`src/rtl/uart_txf_pkg.sv`:
```
package uart_txf_pkg;

    typedef enum logic [1:0] {
        KIND_DATA  = 2'd0,
        KIND_IDLE  = 2'd1,
        KIND_BREAK = 2'd2,
        KIND_BRK_B = 2'd3
    } kind_e;

    typedef struct packed {
        logic parity_en;
        logic parity_odd;
        logic two_stop;
        logic long_break;
    } fmt_t;

    typedef struct packed {
        logic cts_en;
        logic cts_idle_only;
        logic rts_en;
    } flow_t;

    localparam int unsigned LONG_BREAK_EXTRA = 3;

    function automatic bit is_break(kind_e k);
        return (k == KIND_BREAK) || (k == KIND_BRK_B);
    endfunction

    // number of bit times a frame of the given kind occupies
    function automatic int unsigned frame_len(fmt_t f, kind_e k, int unsigned dw);
        int unsigned n;
        n = 1 + dw + (f.parity_en ? 1 : 0);
        if (is_break(k))
            n = n + 1 + (f.long_break ? LONG_BREAK_EXTRA : 0);
        else
            n = n + 1 + (f.two_stop ? 1 : 0);
        return n;
    endfunction

endpackage

```
`src/rtl/uart_tx_hold.sv`:
```
module uart_tx_hold
    import uart_txf_pkg::*;
#(
    parameter int unsigned DATA_W = 8
) (
    input  logic              clk,
    input  logic              rst,
    input  logic              in_valid,
    input  logic [DATA_W-1:0] in_data,
    input  kind_e             in_kind,
    input  logic              take,
    output logic              full,
    output logic [DATA_W-1:0] data,
    output kind_e             kind
);

    logic full_q;
    logic [DATA_W-1:0] data_q;
    kind_e kind_q;

    always_ff @(posedge clk) begin
        if (rst) begin
            full_q <= 1'b0;
            data_q <= '0;
            kind_q <= KIND_DATA;
        end else if (!full_q && in_valid) begin
            full_q <= 1'b1;
            data_q <= in_data;
            kind_q <= in_kind;
        end else if (take) begin
            full_q <= 1'b0;
        end
    end

    assign full = full_q;
    assign data = data_q;
    assign kind = kind_q;

    // a stored character is kept until the shifter takes it
    assert_hold_keeps_R4: assert property (@(posedge clk) disable iff (rst)
        full_q && !take |=> full_q);

    // an offered character is stored when the slot is free
    assert_hold_accepts_R4: assert property (@(posedge clk) disable iff (rst)
        in_valid && !full_q |=> full_q);

endmodule

```
`src/rtl/uart_tx_shift.sv`:
```
module uart_tx_shift
    import uart_txf_pkg::*;
#(
    parameter int unsigned DATA_W = 8
) (
    input  logic              clk,
    input  logic              rst,
    input  logic              bit_tick,
    input  logic              start,
    input  logic [DATA_W-1:0] data,
    input  kind_e             kind,
    input  fmt_t              fmt,
    output logic              line,
    output logic              busy,
    output logic              frame_end
);

    localparam int unsigned FRAME_W = DATA_W + 6;
    localparam int unsigned CNT_W   = $clog2(FRAME_W + 1);

    logic [FRAME_W-1:0] seq;
    logic [CNT_W-1:0]   seq_len;
    logic               par_bit;

    logic               line_q;
    logic               busy_q;
    logic [FRAME_W-1:0] sh_q;
    logic [CNT_W-1:0]   left_q;

    always_comb begin
        par_bit = (^data) ^ fmt.parity_odd;
        seq_len = CNT_W'(frame_len(fmt, kind, DATA_W));
        if (is_break(kind)) begin
            seq = '0;
        end else if (kind == KIND_IDLE) begin
            seq = '1;
        end else begin
            seq = '1;
            seq[0] = 1'b0;
            seq[DATA_W:1] = data;
            if (fmt.parity_en)
                seq[DATA_W+1] = par_bit;
        end
    end

    assign frame_end = bit_tick && busy_q && (left_q == '0);

    always_ff @(posedge clk) begin
        if (rst) begin
            line_q <= 1'b1;
            busy_q <= 1'b0;
            sh_q   <= '1;
            left_q <= '0;
        end else if (start) begin
            line_q <= seq[0];
            sh_q   <= {1'b1, seq[FRAME_W-1:1]};
            left_q <= seq_len - CNT_W'(1);
            busy_q <= 1'b1;
        end else if (frame_end) begin
            busy_q <= 1'b0;
            line_q <= 1'b1;
        end else if (bit_tick && busy_q) begin
            line_q <= sh_q[0];
            sh_q   <= {1'b1, sh_q[FRAME_W-1:1]};
            left_q <= left_q - CNT_W'(1);
        end
    end

    assign line = line_q;
    assign busy = busy_q;

    // the line only moves on bit boundaries
    assert_line_on_tick_R1: assert property (@(posedge clk) disable iff (rst)
        !bit_tick |=> $stable(line_q));

    // a started frame runs to its last bit whatever CTS does
    assert_frame_completes_R5: assert property (@(posedge clk) disable iff (rst)
        busy_q && !frame_end |=> busy_q);

endmodule

```
`src/rtl/uart_tx_flow_ctl.sv`:
```
module uart_tx_flow_ctl
    import uart_txf_pkg::*;
(
    input  logic  clk,
    input  logic  rst,
    input  logic  bit_tick,
    input  logic  busy,
    input  logic  frame_end,
    input  logic  hold_full,
    input  logic  cts_in,
    input  flow_t cfg,
    output logic  start,
    output logic  rts_on
);

    logic rts_on_q;
    logic cts_lat_q;
    logic slot_free;
    logic cts_ok;

    assign slot_free = !busy || frame_end;
    assign cts_ok    = !cfg.cts_en || (cfg.cts_idle_only ? cts_lat_q : cts_in);
    assign start     = bit_tick && slot_free && hold_full
                       && (!cfg.rts_en || rts_on_q) && cts_ok;

    always_ff @(posedge clk) begin
        if (rst) begin
            rts_on_q  <= 1'b0;
            cts_lat_q <= 1'b0;
        end else begin
            if (!busy)
                cts_lat_q <= cts_in;
            if (!cfg.rts_en)
                rts_on_q <= 1'b0;
            else if (bit_tick && slot_free && hold_full && !rts_on_q)
                rts_on_q <= 1'b1;
            else if (bit_tick && !busy && !hold_full && rts_on_q)
                rts_on_q <= 1'b0;
        end
    end

    assign rts_on = rts_on_q;

    // RTS is released only on a bit boundary
    assert_rts_release_on_tick_R8: assert property (@(posedge clk) disable iff (rst)
        !bit_tick && cfg.rts_en |=> !$fell(rts_on_q));

endmodule

```
`src/rtl/uart_tx_flow.sv`:
```
module uart_tx_flow
    import uart_txf_pkg::*;
#(
    parameter int unsigned DATA_W = 8
) (
    input  logic              clk,
    input  logic              rst,
    input  logic              bit_tick,
    input  logic              in_valid,
    output logic              in_ready,
    input  logic [DATA_W-1:0] in_data,
    input  logic [1:0]        in_kind,
    input  logic              cts_in,
    input  logic              cfg_parity_en,
    input  logic              cfg_parity_odd,
    input  logic              cfg_two_stop,
    input  logic              cfg_long_break,
    input  logic              cfg_tx_invert,
    input  logic              cfg_cts_en,
    input  logic              cfg_cts_idle_only,
    input  logic              cfg_rts_en,
    input  logic              cfg_rts_high,
    output logic              txd,
    output logic              rts,
    output logic              tx_done
);

    fmt_t              fmt;
    flow_t             flow;
    logic              hold_full;
    logic [DATA_W-1:0] hold_data;
    kind_e             hold_kind;
    logic              start;
    logic              line;
    logic              busy;
    logic              frame_end;
    logic              rts_on;
    logic              rts_act;

    assign fmt  = '{parity_en: cfg_parity_en, parity_odd: cfg_parity_odd,
                    two_stop: cfg_two_stop, long_break: cfg_long_break};
    assign flow = '{cts_en: cfg_cts_en, cts_idle_only: cfg_cts_idle_only,
                    rts_en: cfg_rts_en};

    uart_tx_hold #(.DATA_W(DATA_W)) u_hold (
        .clk      (clk),
        .rst      (rst),
        .in_valid (in_valid),
        .in_data  (in_data),
        .in_kind  (kind_e'(in_kind)),
        .take     (start),
        .full     (hold_full),
        .data     (hold_data),
        .kind     (hold_kind)
    );

    uart_tx_shift #(.DATA_W(DATA_W)) u_shift (
        .clk       (clk),
        .rst       (rst),
        .bit_tick  (bit_tick),
        .start     (start),
        .data      (hold_data),
        .kind      (hold_kind),
        .fmt       (fmt),
        .line      (line),
        .busy      (busy),
        .frame_end (frame_end)
    );

    uart_tx_flow_ctl u_flow (
        .clk       (clk),
        .rst       (rst),
        .bit_tick  (bit_tick),
        .busy      (busy),
        .frame_end (frame_end),
        .hold_full (hold_full),
        .cts_in    (cts_in),
        .cfg       (flow),
        .start     (start),
        .rts_on    (rts_on)
    );

    assign rts_act  = cfg_rts_en && rts_on;
    assign rts      = cfg_rts_high ? rts_act : !rts_act;
    assign txd      = line ^ cfg_tx_invert;
    assign in_ready = !hold_full;
    assign tx_done  = !busy && !hold_full;

    // when complete, the uninverted line rests at mark
    assert_done_means_mark_R13: assert property (@(posedge clk) disable iff (rst)
        tx_done |-> line);

    // a frame never begins without RTS already raised
    assert_rts_leads_frame_R7: assert property (@(posedge clk) disable iff (rst)
        $rose(busy) && $past(cfg_rts_en) |-> $past(rts_on));

endmodule

```
`config.mk`:
```
export PLATFORM = sky130hd
export DESIGN_NAME = uart_tx_flow
export DESIGN_NICKNAME = d
export VERILOG_FILES = /design/src/rtl/uart_txf_pkg.sv /design/src/rtl/uart_tx_hold.sv /design/src/rtl/uart_tx_shift.sv /design/src/rtl/uart_tx_flow_ctl.sv /design/src/rtl/uart_tx_flow.sv
export SDC_FILE = /design/constraint.sdc
export NUM_CORES = 1
export LEC_CHECK = 0
export CAP_MARGIN = 20
export CORE_ASPECT_RATIO = 0.8
export CORE_MARGIN = 1.5
export CORE_UTILIZATION = 45
export CTS_CLUSTER_SIZE = 24
export DETAILED_ROUTE_END_ITERATION = 16
export DONT_BUFFER_PORTS = 1
export PLACE_DENSITY_LB_ADDON = 0.05
export SYNTH_ARGS = -nofsm -noshare
export SYNTH_HDL_FRONTEND = slang
export SYNTH_SLANG_ARGS = --single-unit
```
`constraint.sdc`:
```
create_clock -name clk -period 2.1 [get_ports clk]
set_input_delay 0.315 -clock clk [delete_from_list [all_inputs] [get_ports clk]]
set_output_delay 0.315 -clock clk [all_outputs]
set_load 0.02 [all_outputs]
```
==> flow_metrics.py <==
metrics = {
    "worst_hold_path": {
        "hp-class": "primary input to flip-flop",
        "holdPathStages": 1,
    },
    "sta": {
        "fin_crit_sh_pct": 97.23,
        "rsz0062_at_grt": "yes",
        "setup_viol": 0,
        "drv_slew": 0,
        "tightestPinTransition_ps": 638.3,
        "fin_crit_ps": 2042,
        "relSlewSlack_pct": 57.36,
        "clock.fmax_mhz": 489.8,
        "final_hold_viol_count": 0,
        "fin_ws_ps": 58.24,
        "holdWs_ps": 86.91,
        "skew_ps": 8.649,
    },
    "layout": {
        "drive_gt1_share_pct": 20.81,
        "diodes": 0,
        "layout.nets": 223,
        "final_common_cell": "dfxtp_1",
        "final_area_um2": 1884,
        "finish.utilization_pct": 53.92,
        "synthToLayoutAreaGrowth_pct": 12.14,
        "final_cell_mix": "dfxtp_1, nand2_1, a21oi_1",
    },
    "pwr": {
        "intPower_uw": 995.6,
        "seq_power_share_pct": 49.0,
        "clkPwrFrac_pct": 36.0,
        "combPwrFrac_pct": 15.0,
        "power.leakage_uw": 0.0006897,
        "switching_share_pct": 26.69,
        "p_sw_uw": 362.6,
        "ir_drop_mv": 0.4199,
        "finalPower_uw": 1358,
        "powerDensity_nw_per_um2": 720.8,
    },
    "placement": {
        "place_ws_ps": 13.16,
        "post_dp_cell_area_um2": 1768,
        "hpwl_um": 2807,
        "place.gp.congestion": 0.7963,
        "place.port_buffers": 0,
    },
    "clock_network": {
        "clock_tree.buffer_depth": 2,
        "cts_max_level": 2,
        "cts_root_buf": "clkbuf_8",
        "cts_hold_buf": 0,
        "clkTransAtPathRegs_ps": 70,
        "numCtsBuffers": 5,
        "cts_tree": "yes",
        "cts_setup_buffers": 0,
        "cts.sinks": 32,
        "clk_latency_ps": 290,
    },
    "route": {
        "first_pass_iters": 4,
        "viasPerCell": 5.866,
        "drc": 0,
        "drt.antenna.violating_nets": 0,
        "vias": 1402,
        "avgRoutedWirePerCell_um": 16.18,
        "wirelength_um": 3867,
        "first_iter_violations": 57,
    },
    "run": {
        "drv_cap": 0,
    },
    "yosys": {
        "synthMuxAreaShare_pct": 8.116,
        "synth_compound_area_share_pct": 19.66,
        "synth_fp_nets": 218,
        "syn-cell-area_um2": 1680,
        "yosysWarnings": 0,
        "synthCells": 191,
        "ys_seq_area_share_pct": 38.12,
        "yosysTopAreaCell": "dfxtp_1",
        "synth_top_family_by_area": "compound AO/OA/AOI/OAI gates",
        "netlist_top_cells_area": "dfxtp_1, nand2_1, a21oi_1, a211o_1, mux2_4",
        "synthAdderAreaFrac_pct": 2.234,
        "ys_seq_elements": 32,
        "synth_simple_gate_area_share_pct": 19.36,
        "synth.avg_cell_area_um2": 8.798,
        "synthXorXnorAreaFrac_pct": 6.925,
        "yosysTopAreaCellShare_pct": 38.12,
        "ys_types": 40,
    },
    "grt": {
        "grt_max_degree": 30,
        "antenna_found_initial": 0,
        "grt_pass1_vias": 1403,
        "grt_use_total_pct": 20.08,
        "overflow": 0,
        "grt_pass1_wl_um": 6396,
    },
    "worst_setup_path": {
        "criticalPathCategory": "flip-flop to flip-flop",
        "critPathMaxFanout": 6,
        "r2r_cells": 8,
        "startpoint_type": "flip-flop",
        "arrival_ps": 2240,
        "crit_path_end_kind": "flip-flop",
        "cp.required_ps": 2300,
    },
    "floorplanning": {
        "dieArea_um2": 4112,
        "die_x_um": 71.32,
        "coreArea_um2": 3495,
        "initial_core_util_pct": 48.08,
        "fp.dieH_um": 57.66,
        "rows": 19,
        "pin_count": 28,
    },
    "status": {
        "status": "completed",
    },
}
-- registers in the layout, indices dropped and copies added, names as in the netlist --
signal and cells:
u_hold.full 1, u_shift.busy 1, u_hold.kind 2, u_shift.left_q 4
u_flow.cts_lat_q 1, u_flow.rts_on 1, u_hold.data 8, u_shift.line 1
u_shift.sh_q 13
-- stage by stage --
| step | TNS, ps | cells |
|---|---|---|
| after floorplan | 0 | 191 |
| after global placement | 0 | 231 |
| after detailed placement | 0 | 231 |
| after CTS | 0 | 239 |
| after global routing | -41.29 | 239 |
| final | 0 | 239 |
-- worst max-delay path: stages, from the launching register on --
cell and delay, ps:
dfxtp_1 330, o41ai_4 440, and2_4 230, nand2_2 100
a21oi_1 160, ha_1 190, nor3b_2 190, xnor2_1 90
a211oi_1 210
-- power by group through the flow --
stage	logic [µW]	clock network (µW)	registers [µW]
2_1_floorplan	168	0	670
3_3_place_gp	192	0	676
3_5_place_dp	198	0	678
4_1_cts	200	497	665
5_1_grt	223	526	670
6_report	203	489	666
-- cells by family (layout without fill, tap and decap cells) --
| kind of cell | after synthesis | after routing |
|---|---|---|
| adder cells (fa/ha/maj) | 3 | 3 |
| multiplexers | 11 | 11 |
| flip-flops | 32 | 32 |
| AND/OR/NAND/NOR | 67 | 67 |
| AO/OA/AOI/OAI | 46 | 46 |
| XOR/XNOR | 10 | 10 |
| buffers and inverters | 22 | 28 |
-- cell usage after synthesis --
cell type	instances
xor2_1	3
or2_2	1
o221ai_2	1
or3b_2	1
o211ai_1	2
ha_1	3
a21oi_1	18
mux2_4	4
nor2_2	1
inv_1	10
nand3_1	2
o41ai_2	1
buf_2	3
xor3_1	1
a211oi_1	5
nand2_1	30
or3_1	1
nor2b_1	1
o221a_2	1
nor4_1	8
nand2b_1	1
nand4_1	1
nor3_1	6
xnor2_1	5
dfxtp_1	32
a211o_1	9
o31ai_1	1
nor4_4	1
mux2_2	5
nor3b_1	1
clkbuf_1	7
and2_1	1
a221o_1	3
xnor3_1	1
buf_6	1
o21ai_0	4
nor2_1	11
o41ai_1	1
mux2i_1	2
buf_1	1
-- timing repair --
item / in CTS / in global routing
gates cloned: 0 / 0
gates resized for setup: 1 / 4
pin swaps: 0 / 1
setup endpoints to repair: 1 / 8
-- area by class of cell --
class	instances	area, µm²
fillers	342	1610
multi-input cells	137	984.7
flip-flops and latches	32	641.9
clock buffers	6	82.58
repair buffers	10	75.07
well taps	42	52.55
inverters	10	37.54
clock inverters	2	10.01
-- worst paths after layout --
| kind | startpoint | end | slack, ps |
|---|---|---|---|
| setup / recovery | u_shift.left_q[3] | u_shift.left_q[2] | 60 |
| hold / removal | rst | u_hold.kind[1] | 90 |
| setup reg to reg | u_shift.left_q[3] | u_shift.left_q[2] | 60 |
| hold reg to reg | u_hold.data[1] | u_hold.data[1] | 480 |
-- routing by layer --
layer	up-vias	share of wire, %	global-route usage [%]
met1	671	47	25.36
li1	687	-	-
met2	38	46	32.41
met4	0	1.1	7.008
met5	-	0	0
met3	6	5.1	6.783
Power figures use the tool's default switching activity.
